--- src/rtl/router_pkg.sv ---
// Package: shared types for the interrupt pin router.
// Assumes a 32-bit configuration data path.
package router_pkg;
    localparam int CFG_DW = 32;
    localparam int PIN_EN_BIT = 31;  // route to a core pin
    localparam int NMI_EN_BIT = 30;  // route to the non-maskable line
    localparam int YLD_EN_BIT = 29;  // route to the yield line
    localparam int TGT_W = 6;        // pin select field, bits 5:0

    typedef struct packed {
        logic             pin_en;
        logic             nmi_en;
        logic             yld_en;
        logic [TGT_W-1:0] tgt;
    } route_map_t;

    // Pick the meaningful fields out of a raw route word.
    function automatic route_map_t decode_map(input logic [CFG_DW-1:0] w);
        route_map_t m;
        m.pin_en = w[PIN_EN_BIT];
        m.nmi_en = w[NMI_EN_BIT];
        m.yld_en = w[YLD_EN_BIT];
        m.tgt    = w[TGT_W-1:0];
        return m;
    endfunction
endpackage

--- src/rtl/router_cfg.sv ---
// Module: router_cfg
// Holds the routing state: a route word per source, a destination
// bitmap per source and a mode bit per context. It decodes word-aligned
// byte addresses. Assumes the three address regions do not overlap.
module router_cfg
    import router_pkg::*;
#(
    parameter int NSRC     = 8,
    parameter int NCTX     = 4,
    parameter int AW       = 16,
    parameter int MAP_BASE = 'h0200,
    parameter int DST_BASE = 'h1000,
    parameter int CTL_BASE = 'h0080
) (
    input  logic                            clk,
    input  logic                            rst_n,
    input  logic                            we_i,
    input  logic [AW-1:0]                   addr_i,
    input  logic [CFG_DW-1:0]               wdata_i,
    output route_map_t [NSRC-1:0]           map_o,
    output logic [NCTX-1:0][NSRC-1:0]       dst_o,
    output logic [NCTX-1:0]                 vmode_o
);
    route_map_t [NSRC-1:0]     map_q;
    logic [NCTX-1:0][NSRC-1:0] dst_q;
    logic [NCTX-1:0]           vmode_q;

    // Route word store: one aligned word per source.
    always_ff @(posedge clk) begin
        if (!rst_n) begin
            map_q <= '0;
        end else begin
            for (int s = 0; s < NSRC; s++) begin
                if (we_i && addr_i == AW'(MAP_BASE + 4 * s))
                    map_q[s] <= decode_map(wdata_i);
            end
        end
    end

    // Destination bitmap store: 32-byte stride per source, 32 contexts per word.
    always_ff @(posedge clk) begin
        if (!rst_n) begin
            dst_q <= '0;
        end else begin
            for (int s = 0; s < NSRC; s++) begin
                for (int c = 0; c < NCTX; c++) begin
                    if (we_i && addr_i == AW'(DST_BASE + 32 * s + 4 * (c / 32)))
                        dst_q[c][s] <= wdata_i[c % 32];
                end
            end
        end
    end

    // Context control store: bit 0 selects vector mode.
    always_ff @(posedge clk) begin
        if (!rst_n) begin
            vmode_q <= '0;
        end else begin
            for (int c = 0; c < NCTX; c++) begin
                if (we_i && addr_i == AW'(CTL_BASE + 4 * c))
                    vmode_q[c] <= wdata_i[0];
            end
        end
    end

    assign map_o   = map_q;
    assign dst_o   = dst_q;
    assign vmode_o = vmode_q;

    // A write to source 0's route word lands with the written pin field.
    assert_map_write_R2: assert property (@(posedge clk) disable iff (!rst_n)
        (we_i && addr_i == AW'(MAP_BASE)) |=> map_q[0].tgt == $past(wdata_i[TGT_W-1:0]));

    // With no write strobe, no routing state moves.
    assert_state_hold_R9: assert property (@(posedge clk) disable iff (!rst_n)
        !we_i |=> ($stable(map_q) && $stable(dst_q) && $stable(vmode_q)));
endmodule

--- src/rtl/router_vec_enc.sv ---
// Module: router_vec_enc
// Turns a pin level vector into a vector number: highest active pin
// plus one, or zero when no pin is active. Purely combinational.
module router_vec_enc #(
    parameter int NPIN = 6,
    parameter int VW   = $clog2(NPIN + 1)
) (
    input  logic [NPIN-1:0] lvl_i,
    output logic [VW-1:0]   vec_o
);
    // Ascending scan so that the highest active pin wins.
    always_comb begin
        vec_o = '0;
        for (int p = 0; p < NPIN; p++) begin
            if (lvl_i[p]) vec_o = VW'(p + 1);
        end
    end
endmodule

--- src/rtl/router_ctx.sv ---
// Module: router_ctx
// Gathers, for one context, the pending sources whose bitmap names it,
// folds them onto pin, NMI and yield levels, and registers the result
// in either pin mode or vector mode. Pin fields of NPIN or above are dropped.
module router_ctx
    import router_pkg::*;
#(
    parameter int NSRC = 8,
    parameter int NPIN = 6,
    parameter int VW   = $clog2(NPIN + 1)
) (
    input  logic                  clk,
    input  logic                  rst_n,
    input  logic [NSRC-1:0]       pend_i,
    input  route_map_t [NSRC-1:0] map_i,
    input  logic [NSRC-1:0]       dest_i,
    input  logic                  vmode_i,
    output logic [NPIN-1:0]       pins_o,
    output logic                  nmi_o,
    output logic                  yield_o,
    output logic [VW-1:0]         vec_o
);
    logic [NPIN-1:0] lvl;
    logic            nmi_d;
    logic            yld_d;
    logic [VW-1:0]   vec_d;
    logic [NPIN-1:0] pins_q;
    logic            nmi_q;
    logic            yld_q;
    logic [VW-1:0]   vec_q;

    // OR every pending source aimed at this context onto its chosen lines.
    always_comb begin
        lvl   = '0;
        nmi_d = 1'b0;
        yld_d = 1'b0;
        for (int s = 0; s < NSRC; s++) begin
            if (pend_i[s] && dest_i[s]) begin
                if (map_i[s].nmi_en) nmi_d = 1'b1;
                if (map_i[s].yld_en) yld_d = 1'b1;
                if (map_i[s].pin_en) begin
                    for (int p = 0; p < NPIN; p++) begin
                        if (map_i[s].tgt == TGT_W'(p)) lvl[p] = 1'b1;
                    end
                end
            end
        end
    end

    router_vec_enc #(.NPIN(NPIN), .VW(VW)) u_enc (
        .lvl_i (lvl),
        .vec_o (vec_d)
    );

    // Output register: pins in pin mode, vector number in vector mode.
    always_ff @(posedge clk) begin
        if (!rst_n) begin
            pins_q <= '0;
            nmi_q  <= 1'b0;
            yld_q  <= 1'b0;
            vec_q  <= '0;
        end else begin
            pins_q <= vmode_i ? '0 : lvl;
            vec_q  <= vmode_i ? vec_d : '0;
            nmi_q  <= nmi_d;
            yld_q  <= yld_d;
        end
    end

    assign pins_o  = pins_q;
    assign nmi_o   = nmi_q;
    assign yield_o = yld_q;
    assign vec_o   = vec_q;

    // Vector mode keeps the pin levels of this context low.
    assert_vmode_pins_low_R7: assert property (@(posedge clk) disable iff (!rst_n)
        vmode_i |=> pins_o == '0);

    // Pin mode never reports a vector number.
    assert_pinmode_vec_zero_R7: assert property (@(posedge clk) disable iff (!rst_n)
        !vmode_i |=> vec_o == '0);

    // A vector number never exceeds the pin count.
    assert_vec_range_R7: assert property (@(posedge clk) disable iff (!rst_n)
        vec_o <= VW'(NPIN));

    // Nothing pending for this context leaves every line low next cycle.
    assert_idle_quiet_R3: assert property (@(posedge clk) disable iff (!rst_n)
        ((pend_i & dest_i) == '0) |=> (pins_o == '0 && !nmi_o && !yield_o && vec_o == '0));
endmodule

--- src/rtl/irq_pin_router.sv ---
// Module: irq_pin_router
// Top of the router: configuration store plus one routing slice per
// context. Outputs are flattened with context c occupying slice c.
// Assumes src_pend_i is already synchronous to clk.
module irq_pin_router
    import router_pkg::*;
#(
    parameter int NSRC     = 8,
    parameter int NCTX     = 4,
    parameter int NPIN     = 6,
    parameter int AW       = 16,
    parameter int MAP_BASE = 'h0200,
    parameter int DST_BASE = 'h1000,
    parameter int CTL_BASE = 'h0080,
    localparam int VW      = $clog2(NPIN + 1)
) (
    input  logic                 clk,
    input  logic                 rst_n,
    input  logic [NSRC-1:0]      src_pend_i,
    input  logic                 cfg_we_i,
    input  logic [AW-1:0]        cfg_addr_i,
    input  logic [CFG_DW-1:0]    cfg_wdata_i,
    output logic [NCTX*NPIN-1:0] core_pin_o,
    output logic [NCTX-1:0]      nmi_o,
    output logic [NCTX-1:0]      yield_o,
    output logic [NCTX*VW-1:0]   vec_o
);
    route_map_t [NSRC-1:0]     map_w;
    logic [NCTX-1:0][NSRC-1:0] dst_w;
    logic [NCTX-1:0]           vmode_w;
    logic [NCTX-1:0][NPIN-1:0] pins_w;
    logic [NCTX-1:0][VW-1:0]   vec_w;

    router_cfg #(
        .NSRC(NSRC), .NCTX(NCTX), .AW(AW),
        .MAP_BASE(MAP_BASE), .DST_BASE(DST_BASE), .CTL_BASE(CTL_BASE)
    ) u_cfg (
        .clk     (clk),
        .rst_n   (rst_n),
        .we_i    (cfg_we_i),
        .addr_i  (cfg_addr_i),
        .wdata_i (cfg_wdata_i),
        .map_o   (map_w),
        .dst_o   (dst_w),
        .vmode_o (vmode_w)
    );

    for (genvar c = 0; c < NCTX; c++) begin : g_ctx
        router_ctx #(.NSRC(NSRC), .NPIN(NPIN), .VW(VW)) u_ctx (
            .clk     (clk),
            .rst_n   (rst_n),
            .pend_i  (src_pend_i),
            .map_i   (map_w),
            .dest_i  (dst_w[c]),
            .vmode_i (vmode_w[c]),
            .pins_o  (pins_w[c]),
            .nmi_o   (nmi_o[c]),
            .yield_o (yield_o[c]),
            .vec_o   (vec_w[c])
        );
    end

    assign core_pin_o = pins_w;
    assign vec_o      = vec_w;
endmodule

--- config.mk ---
export PLATFORM = sky130hd
export DESIGN_NAME = irq_pin_router
export DESIGN_NICKNAME = d
export VERILOG_FILES = /design/src/rtl/router_pkg.sv /design/src/rtl/router_cfg.sv /design/src/rtl/router_vec_enc.sv /design/src/rtl/router_ctx.sv /design/src/rtl/irq_pin_router.sv
export SDC_FILE = /design/constraint.sdc
export NUM_CORES = 1
export LEC_CHECK = 0
export ABC_AREA = 1
export CORE_MARGIN = 3
export CORE_UTILIZATION = 41
export DETAILED_ROUTE_END_ITERATION = 8
export PLACE_DENSITY_LB_ADDON = 0.05
export SYNTH_ARGS = -nofsm -noshare
export SYNTH_HDL_FRONTEND = slang
export SYNTH_SLANG_ARGS = --single-unit
--- constraint.sdc ---
create_clock -name clk -period 1.95 [get_ports clk]
set_input_delay 0.39 -clock clk [delete_from_list [all_inputs] [get_ports clk]]
set_output_delay 0.39 -clock clk [all_outputs]
set_load 0.02 [all_outputs]
== Word-level counts from Yosys, hierarchy flattened ==
Index checks and enable logic that the tools add are counted.

* Bits in registers: 152
* Input port bits: 59
* Output and inout bits: 44
* Word-level logic and storage cells: 606

* Eq/ne operators: 60
* Mux-type cells: 381
* Bitwise gates (word level): 5
* Reductions and logical operators: 72

{| class="wikitable"
|+ Operators with widths
! cell !! number
|-
| $mux 6 || 61
|-
| $mux 1 || 300
|-
| $eq 16x10->1 const B || 8
|-
| $eq 16x13->1 const B || 8
|-
| $eq 6x2->1 const B || 16
|-
| $eq 6x3->1 const B || 16
|-
| $eq 16x8->1 const B || 4
|-
| $mux 3 || 20
|-
| $logic_and 1x1->1 || 52
|-
| $eq 6x1->1 const B || 8
|-
| $logic_not 6->1 || 8
|-
| $reduce_or 3->1 || 4
|-
| $reduce_and 2->1 || 4
|-
| $reduce_or 2->1 || 4
|-
| $not 1->1 || 5
|}

== Logic depth before layout (Yosys ltp) ==
Gate-level depths: netlist of the first run.

* Depth after elaboration: 31
* Depth in mapped cells: 12
* Gate-level depth less buffers: 12

== By module ==
From an unflattened synthesis of the first run, not the netlist that was laid out.

* Cells, all modules: 2001
* Area total of the unflattened synthesis: 10791.6 um^2

{| class="wikitable"
|+ By module, submodules not included
! module !! instances !! cells an instance !! area each (um^2) !! sequential area each (um^2)
|-
| router_cfg || 1 || 750 || 4862.2 || 2162.1
|-
| router_ctx at g_ctx[1].u_ctx ... || 3 || 303 || 1435.1 || 220.2
|-
| router_ctx at g_ctx[0].u_ctx || 1 || 294 || 1408.9 || 220.2
|-
| router_vec_enc || 4 || 12 || 53.8 || 0.0
|}

== Worst setup path before layout of the first run ==
Ideal clock, no wire load.

* Kind: input port to flip-flop
* Start: input cfg_addr_i[11]
* End: register u_cfg.map_q (netlist bit u_cfg.map_o[14])
* Library setup time: 119 ps
* Data arrival time: 1698 ps
* Data required time: 1831 ps
* Setup slack: 132 ps
* Cell stages on the path: 6
* Path buffers: 1
* Cells stage by stage: or2_1 > nor4_4 > nand3_1 > buf_2 > o21ai_0 > a21oi_1

* Word-level cells in the longest chain between the ends: 2

{| class="wikitable"
|+ Ends and longest elaborated chain
! item !! RTL line !! source
|-
| start: declaration || irq_pin_router.sv:21 || <nowiki>input logic [AW-1:0] cfg_addr_i,</nowiki>
|-
| $eq 16x10->1 || router_cfg.sv:34 || <nowiki>if (we_i && addr_i == AW'(MAP_BASE + 4 * s))</nowiki>
|-
| $logic_and 1x1->1 || router_cfg.sv:34 ||
|-
| end signal: indexed assignment || router_cfg.sv:35 || <nowiki>map_q[s] <= decode_map(wdata_i);</nowiki>
|-
| end: declaration || router_cfg.sv:24 || <nowiki>route_map_t [NSRC-1:0] map_q;</nowiki>
|}

Every way passes these cells.
A chain may end at the register's enable or synchronous reset.

== Worst setup path in the final report of the first run ==
* Start: input src_pend_i[1]
* End: register g_ctx[1].u_ctx.vec_q[2]

* Word-level cells in the longest chain between the ends: 24
* Elaborated cells between the ends (all ways): 42
* Those cells by class: 41 x mux; 1 x reduce/logical

{| class="wikitable"
|+ Ends and longest elaborated chain
! item !! RTL line !! source
|-
| start: declaration || irq_pin_router.sv:19 || <nowiki>input logic [NSRC-1:0] src_pend_i,</nowiki>
|-
| $logic_and 1x1->1 * || router_ctx.sv:38 || <nowiki>if (pend_i[s] && dest_i[s]) begin</nowiki>
|-
| $mux 6 * || router_ctx.sv:38 ||
|-
| $mux 1 || router_ctx.sv:43 || <nowiki>if (map_i[s].tgt == TGT_W'(p)) lvl[p] = 1'b1;</nowiki>
|-
| $mux 6 || router_ctx.sv:41 || <nowiki>if (map_i[s].pin_en) begin</nowiki>
|-
| $mux 6 * || router_ctx.sv:38 ||
|-
| $mux 1 || router_ctx.sv:43 ||
|-
| $mux 6 || router_ctx.sv:41 ||
|-
| $mux 6 * || router_ctx.sv:38 ||
|-
| [6 not listed] || n/a ||
|-
| $mux 1 || router_ctx.sv:43 ||
|-
| $mux 6 || router_ctx.sv:41 ||
|-
| $mux 6 * || router_ctx.sv:38 ||
|-
| $mux 1 || router_ctx.sv:43 ||
|-
| $mux 6 || router_ctx.sv:41 ||
|-
| $mux 6 * || router_ctx.sv:38 ||
|-
| $mux 3 (3 in series) || router_vec_enc.sv:15 || <nowiki>if (lvl_i[p]) vec_o = VW'(p + 1);</nowiki>
|-
| $mux 3 * || router_vec_enc.sv:15 ||
|-
| end signal: assignment || router_ctx.sv:64 || <nowiki>vec_q <= vmode_i ? vec_d : '0;</nowiki>
|-
| end: declaration || router_ctx.sv:30 || <nowiki>logic [VW-1:0] vec_q;</nowiki>
|}

Every way passes the cells marked *; elsewhere a longest branch is shown, timed or not.

==> results of run 1 <==
metal layers:
| layer | part of all wire, % | routed length, um | vias up | GRT usage (%) |
|---|---|---|---|---|
| met2 | 44 | 13600 | 367 | 46.1 |
| met5 | 0 | 0 | - | 0 |
| met4 | 4.4 | 1360 | 0 | 13.5 |
| met3 | 8.1 | 2480 | 74 | 5.99 |
| li1 | - | - | 4411 | - |
| met1 | 43 | 13200 | 3990 | 39.9 |
state kept, by name (all words and copies together) (netlist names):
register,flops
u_cfg.vmode_o,4
u_cfg.map_o,72
g_ctx.u_ctx.nmi_o,4
g_ctx.u_ctx.yield_o,4
u_cfg.dst_o,32
g_ctx.u_ctx.pins_o,24
g_ctx.u_ctx.vec_o,12
critical path, cell delays in order:
cell and delay (ps):
clkdlybuf4s50_1 520, nand2_1 250, inv_1 130, buf_4 150
nand2_1 50, o211ai_1 100, nor3_1 230, buf_4 190
nand2_1 50, nand2_1 50, inv_1 30
power groups by stage:
stage	registers [mW]	logic (mW)	clock network, mW
6_report	3.10	0.292	3.27
3_3_place_gp	3.17	0.287	0
3_5_place_dp	3.17	0.289	0
2_1_floorplan	3.17	0.106	0
4_1_cts	3.10	0.289	3.32
5_1_grt	3.10	0.319	3.45
final timing paths:
check / to / slack, ps / startpoint
max reg2reg: g_ctx[1].u_ctx.vec_o[0] / 140 / u_cfg.map_o[13]
max: g_ctx[1].u_ctx.vec_o[2] / 100 / src_pend_i[1]
min reg2reg: u_cfg.map_o[41] / 450 / u_cfg.map_o[41]
min: u_cfg.map_o[41] / 450 / u_cfg.map_o[41]
Yosys cell counts, drive strengths merged:
master	instances
a211oi	4
a21oi	126
a221oi	7
a31oi	1
a41oi	1
and2	1
and3b	1
buf	14
clkbuf	19
dfxtp	152
inv	180
nand2	286
nand3	83
nand4	25
nor2	155
nor3	18
nor4	3
o211ai	7
o21ai	122
o221ai	3
o22ai	19
or2	2
final cells by class:
class	count	share of cell area (%)
Clock buffer	19	4.24
Clock inverter	13	1.32
Inverter	180	6.47
Multi-Input combinational cell	864	38.1
Sequential cell	152	29.1
Tap cell	229	2.74
Timing Repair Buffer	213	18.0
kinds of logic (layout without fill, tap and decap cells):
logic type      count (synthesis)  count (layout)  synth area share [%]
flops                         152             152                  38.8
simple gates                  574             574                  30.9
buf+inv                       213             425                  10.7
compound gates                290             290                  19.7
==> results.py, run 1 <==
metrics = {
    "run_status": {
        "status": "complete, no violations",
    },
    "logic_synthesis": {
        "synthTopCellsByArea": "dfxtp_1 39%, nand2_1 14%, inv_1 8.6%, a21oi_1 8.0%, o21ai_0 7.8%",
        "syn_area_per_cell_um2": 6.38,
        "netlist.top_cell.by_area": "dfxtp_1",
        "yosys_warnings": 0,
        "synth_area_um2": 7850,
        "ys_types": 27,
        "ys_ff_latch": 152,
        "ys_seq_area_share_pct": 38.8,
        "syn_nets": 1288,
        "yosysTopAreaCellShare_pct": 38.8,
        "syn_inst": 1229,
    },
    "clock_tree": {
        "cts_tree": "done",
        "hold_buffers": 0,
        "clk_latency_ps": 440,
        "post-cts-setup-buffer-count": 0,
        "root_buffer": "clkbuf_16",
        "cts_buffer_depth": 2,
        "post_cts_resized": 0,
        "clkSinkCount": 152,
        "htreeDepth": 4,
        "clkTransAtPathRegs_ps": 60,
        "cts_buffers": 17,
    },
    "place": {
        "place_inst": 1638,
        "placed_cell_area_um2": 9850,
        "dp_slack_ps": -307,
        "io_buffers": 79,
        "routabilityCongestion": 1.08,
        "dp_hpwl_mm": 23.9,
    },
    "global_routing": {
        "grt_pass1_vias": 8185,
        "antenna_found_initial": 2,
        "grt_remaining_overflow": 0,
        "grt_pass1_wl_mm": 46.2,
        "grt_start_max_net_pins": 113,
        "grtUsageTotal_pct": 29.7,
    },
    "finish": {
        "multi_input_area_um2": 3980,
        "area.sequential_um2": 3040,
        "fill_cells": 1881,
        "layout_common_cells": "286 x nand2_1, 180 x inv_1, 152 x dfxtp_1",
        "layout_commonest_cell": "nand2_1",
        "nets": 1487,
        "instances_no_fill": 1670,
        "drive_gt1_share_pct": 12.4,
        "final_cell_area_um2": 10400,
        "area_delta_synth_final_pct": 33.1,
        "final_core_util_pct": 56.8,
        "num_antenna_cells": 0,
    },
    "min_path": {
        "hold_class": "reg2reg",
        "worst_hold_path.num_cells": 2,
    },
    "sta": {
        "tightest_slew_ps": 507,
        "fmax_mhz": 542,
        "finalHoldViolations": 0,
        "period_needed_ps": 1850,
        "rsz0062_at_grt": "no",
        "hold_ws_ps": 445,
        "slew_headroom_pct": 66.1,
        "fin_skew_ps": 14.1,
        "finalWorstSetupSlack_ps": 104,
        "setup_tns_ps": 0,
        "fin_crit_sh_pct": 94.7,
        "finalMaxSlewViolations": 0,
        "setup_viol": 0,
    },
    "pwr": {
        "clockPowerShare_pct": 49.0,
        "p_int_mw": 5.05,
        "power_mw": 6.66,
        "p_seq_share_pct": 46.6,
        "switchingPower_mw": 1.61,
        "ir_drop_mv": 0.523,
        "power_frac_comb_pct": 4.4,
        "p_per_area_nw_per_um2": 638,
        "switching_share_pct": 24.2,
        "leakage_nw": 4.52,
    },
    "drt": {
        "vias_per_cell": 5.29,
        "wl_per_cell_um": 18.3,
        "drc": 0,
        "dr.first_iter.drc_count": 806,
        "dr_total_vias": 8842,
        "dr.pass1.iters": 5,
        "routed_wl_mm": 30.6,
        "antenna_left": 0,
    },
    "die": {
        "ios": 103,
        "start_util_pct": 42.7,
        "die_h_um": 144,
        "die_area_um2": 20800,
        "core_um2": 18400,
        "die_w_um": 144,
        "std_cell_rows": 49,
    },
    "critical_path": {
        "cp.required_ps": 2280,
        "criticalPathCategory": "in2reg",
        "crit_path_start_kind": "primary input",
        "crit_fanout": 5,
        "arrival_ps": 2170,
        "reg2regPathDepth": 10,
        "cp-end-kind": "register",
    },
    "run": {
        "drv_cap": 0,
    },
}
(Power assumes the default switching activity.)
==> run 2, diff against run 1 <==
Settings changed: CORE_UTILIZATION 41 to 45, REMOVE_ABC_BUFFERS from default to 1.
==> run 2 against run 1 <==
- sequential cell count is the same
- routed wire length shrank 4.1%
- core utilization grew 5.0 points
- final area shrank 0.54%
- power grew 2.4%
- sequential share of layout area grew 0.16 points
- register-to-register slack lost 70 ps
==> results.py, run 2 (synthesis results as in run 1) <==
metrics = {
    "finish": {
        "drive_gt1_share_pct": 12.0,
        "largest_register_ffs": 72,
        "area_delta_synth_final_pct": 32.4,
        "nets": 1479,
        "layout_common_cells": "286 x nand2_1, 180 x inv_1, 152 x dfxtp_1",
        "final_core_util_pct": 61.7,
        "num_antenna_cells": 0,
        "fill_cells": 1653,
        "layout_commonest_cell": "nand2_1",
    },
    "sta": {
        "fin_skew_ps": 11.4,
        "fin_crit_sh_pct": 96.2,
        "slew_headroom_pct": 64.1,
        "tightest_slew_ps": 536,
        "rsz0062_at_grt": "no",
        "fmax_mhz": 533,
        "period_needed_ps": 1880,
        "finalHoldViolations": 0,
        "hold_ws_ps": 423,
        "finalMaxSlewViolations": 0,
        "setup_viol": 0,
    },
    "pwr": {
        "leakage_nw": 4.49,
        "p_int_mw": 5.16,
        "ir_drop_mv": 0.595,
        "power_frac_comb_pct": 4.1,
        "switchingPower_mw": 1.65,
        "p_per_area_nw_per_um2": 657,
        "p_seq_share_pct": 45.5,
        "switching_share_pct": 24.3,
        "clockPowerShare_pct": 50.4,
    },
    "clock_tree": {
        "htreeDepth": 4,
        "cts_buffer_depth": 2,
        "hold_buffers": 0,
        "cts_tree": "done",
        "clkTransAtPathRegs_ps": 70,
        "post-cts-setup-buffer-count": 0,
        "clk_latency_ps": 440,
        "cts_buffers": 17,
        "post_cts_resized": 0,
        "clkSinkCount": 152,
        "root_buffer": "clkbuf_16",
    },
    "critical_path": {
        "crit_path_start_kind": "register",
        "arrival_ps": 2250,
        "crit_fanout": 4,
        "criticalPathCategory": "reg2reg",
        "cp.required_ps": 2320,
        "cp-end-kind": "register",
    },
    "drt": {
        "drc": 0,
        "wl_per_cell_um": 17.8,
        "dr.first_iter.drc_count": 894,
        "vias_per_cell": 5.37,
        "antenna_left": 0,
        "dr_total_vias": 8876,
        "routed_wl_mm": 29.4,
        "dr.pass1.iters": 7,
    },
    "global_routing": {
        "grt_use_met1_pct": 39.9,
        "grt_pass1_wl_mm": 45.1,
        "antenna_found_initial": 0,
        "use_met3_pct": 4.70,
        "busiest_layer": "met2",
        "grt_remaining_overflow": 0,
        "grt_pass1_vias": 8053,
        "use_met2_pct": 49.3,
        "grtUsageTotal_pct": 30.3,
        "grt_start_max_net_pins": 69,
    },
    "die": {
        "core_um2": 16800,
        "die_w_um": 138,
        "die_h_um": 138,
        "start_util_pct": 46.7,
        "ios": 103,
        "std_cell_rows": 47,
        "die_area_um2": 19100,
    },
    "run_status": {
        "status": "complete, no violations",
    },
    "place": {
        "routabilityCongestion": 1.04,
        "io_buffers": 79,
        "dp_hpwl_mm": 22.9,
    },
    "run": {
        "drv_cap": 0,
    },
    "min_path": {
        "hold_class": "in2reg",
    },
}
==> run 2: path summary, 6_finish.rpt <==
check	endpoint	cells after the start	start	slack, ps
max	g_ctx[3].u_ctx.vec_o[0]	10	u_cfg.map_o[13]	70
min	u_cfg.dst_o[0]	4	rst_n	420
max reg2reg	g_ctx[3].u_ctx.vec_o[0]	10	u_cfg.map_o[13]	70
min reg2reg	u_cfg.map_o[41]	2	u_cfg.map_o[41]	450
==> run 2: critical path, cell delays in order, from the launching register on <==
cell,delay [ps]
dfxtp_1,310
nor2_1,200
inv_1,60
nor2_1,200
nand2_1,200
o21ai_0,350
nor2_1,90
nand2_1,110
buf_4,110
inv_1,40
a21oi_1,120
==> run 2: power groups by stage <==
| stage | sequential (mW) | clock, mW | combinational, mW |
|---|---|---|---|
| global route | 3.10 | 3.61 | 0.307 |
| detailed placement | 3.17 | 0 | 0.279 |
| floorplan | 3.17 | 0 | 0.0774 |
| global placement | 3.17 | 0 | 0.276 |
| finish | 3.10 | 3.43 | 0.282 |
| CTS | 3.10 | 3.48 | 0.280 |
==> run 2: metrics by stage <==
step                power, mW  area (um^2)  setup TNS, ps  setup slack (ps)  cells
floorplan                3.25         7680              0              72.0   1196
CTS                      6.86        10400              0               111   1653
global placement         3.45         9770         -14450              -251   1621
finish                   6.82        10400              0              73.9   1653
detailed placement       3.45         9770         -16990              -206   1621
global route             7.02        10400              0              17.0   1653
==> run 2: final cells by class <==
class / instances / area, um^2 / share of cell area [%]
multi-input cells: 864 / 3980 / 38.3
well taps: 220 / 275 / 2.65
clock buffers: 17 / 425 / 4.10
inverters: 180 / 676 / 6.51
repair buffers: 205 / 1810 / 17.4
flip-flops and latches: 152 / 3040 / 29.3
clock inverters: 15 / 180 / 1.73
==> run 2: metal layers <==
metal  vias up  part of all wire (%)
li1       4393                     -
met1      4026                    43
met2       378                    46
met3        79                   6.7
met4         0                   4.4
met5         -                     0
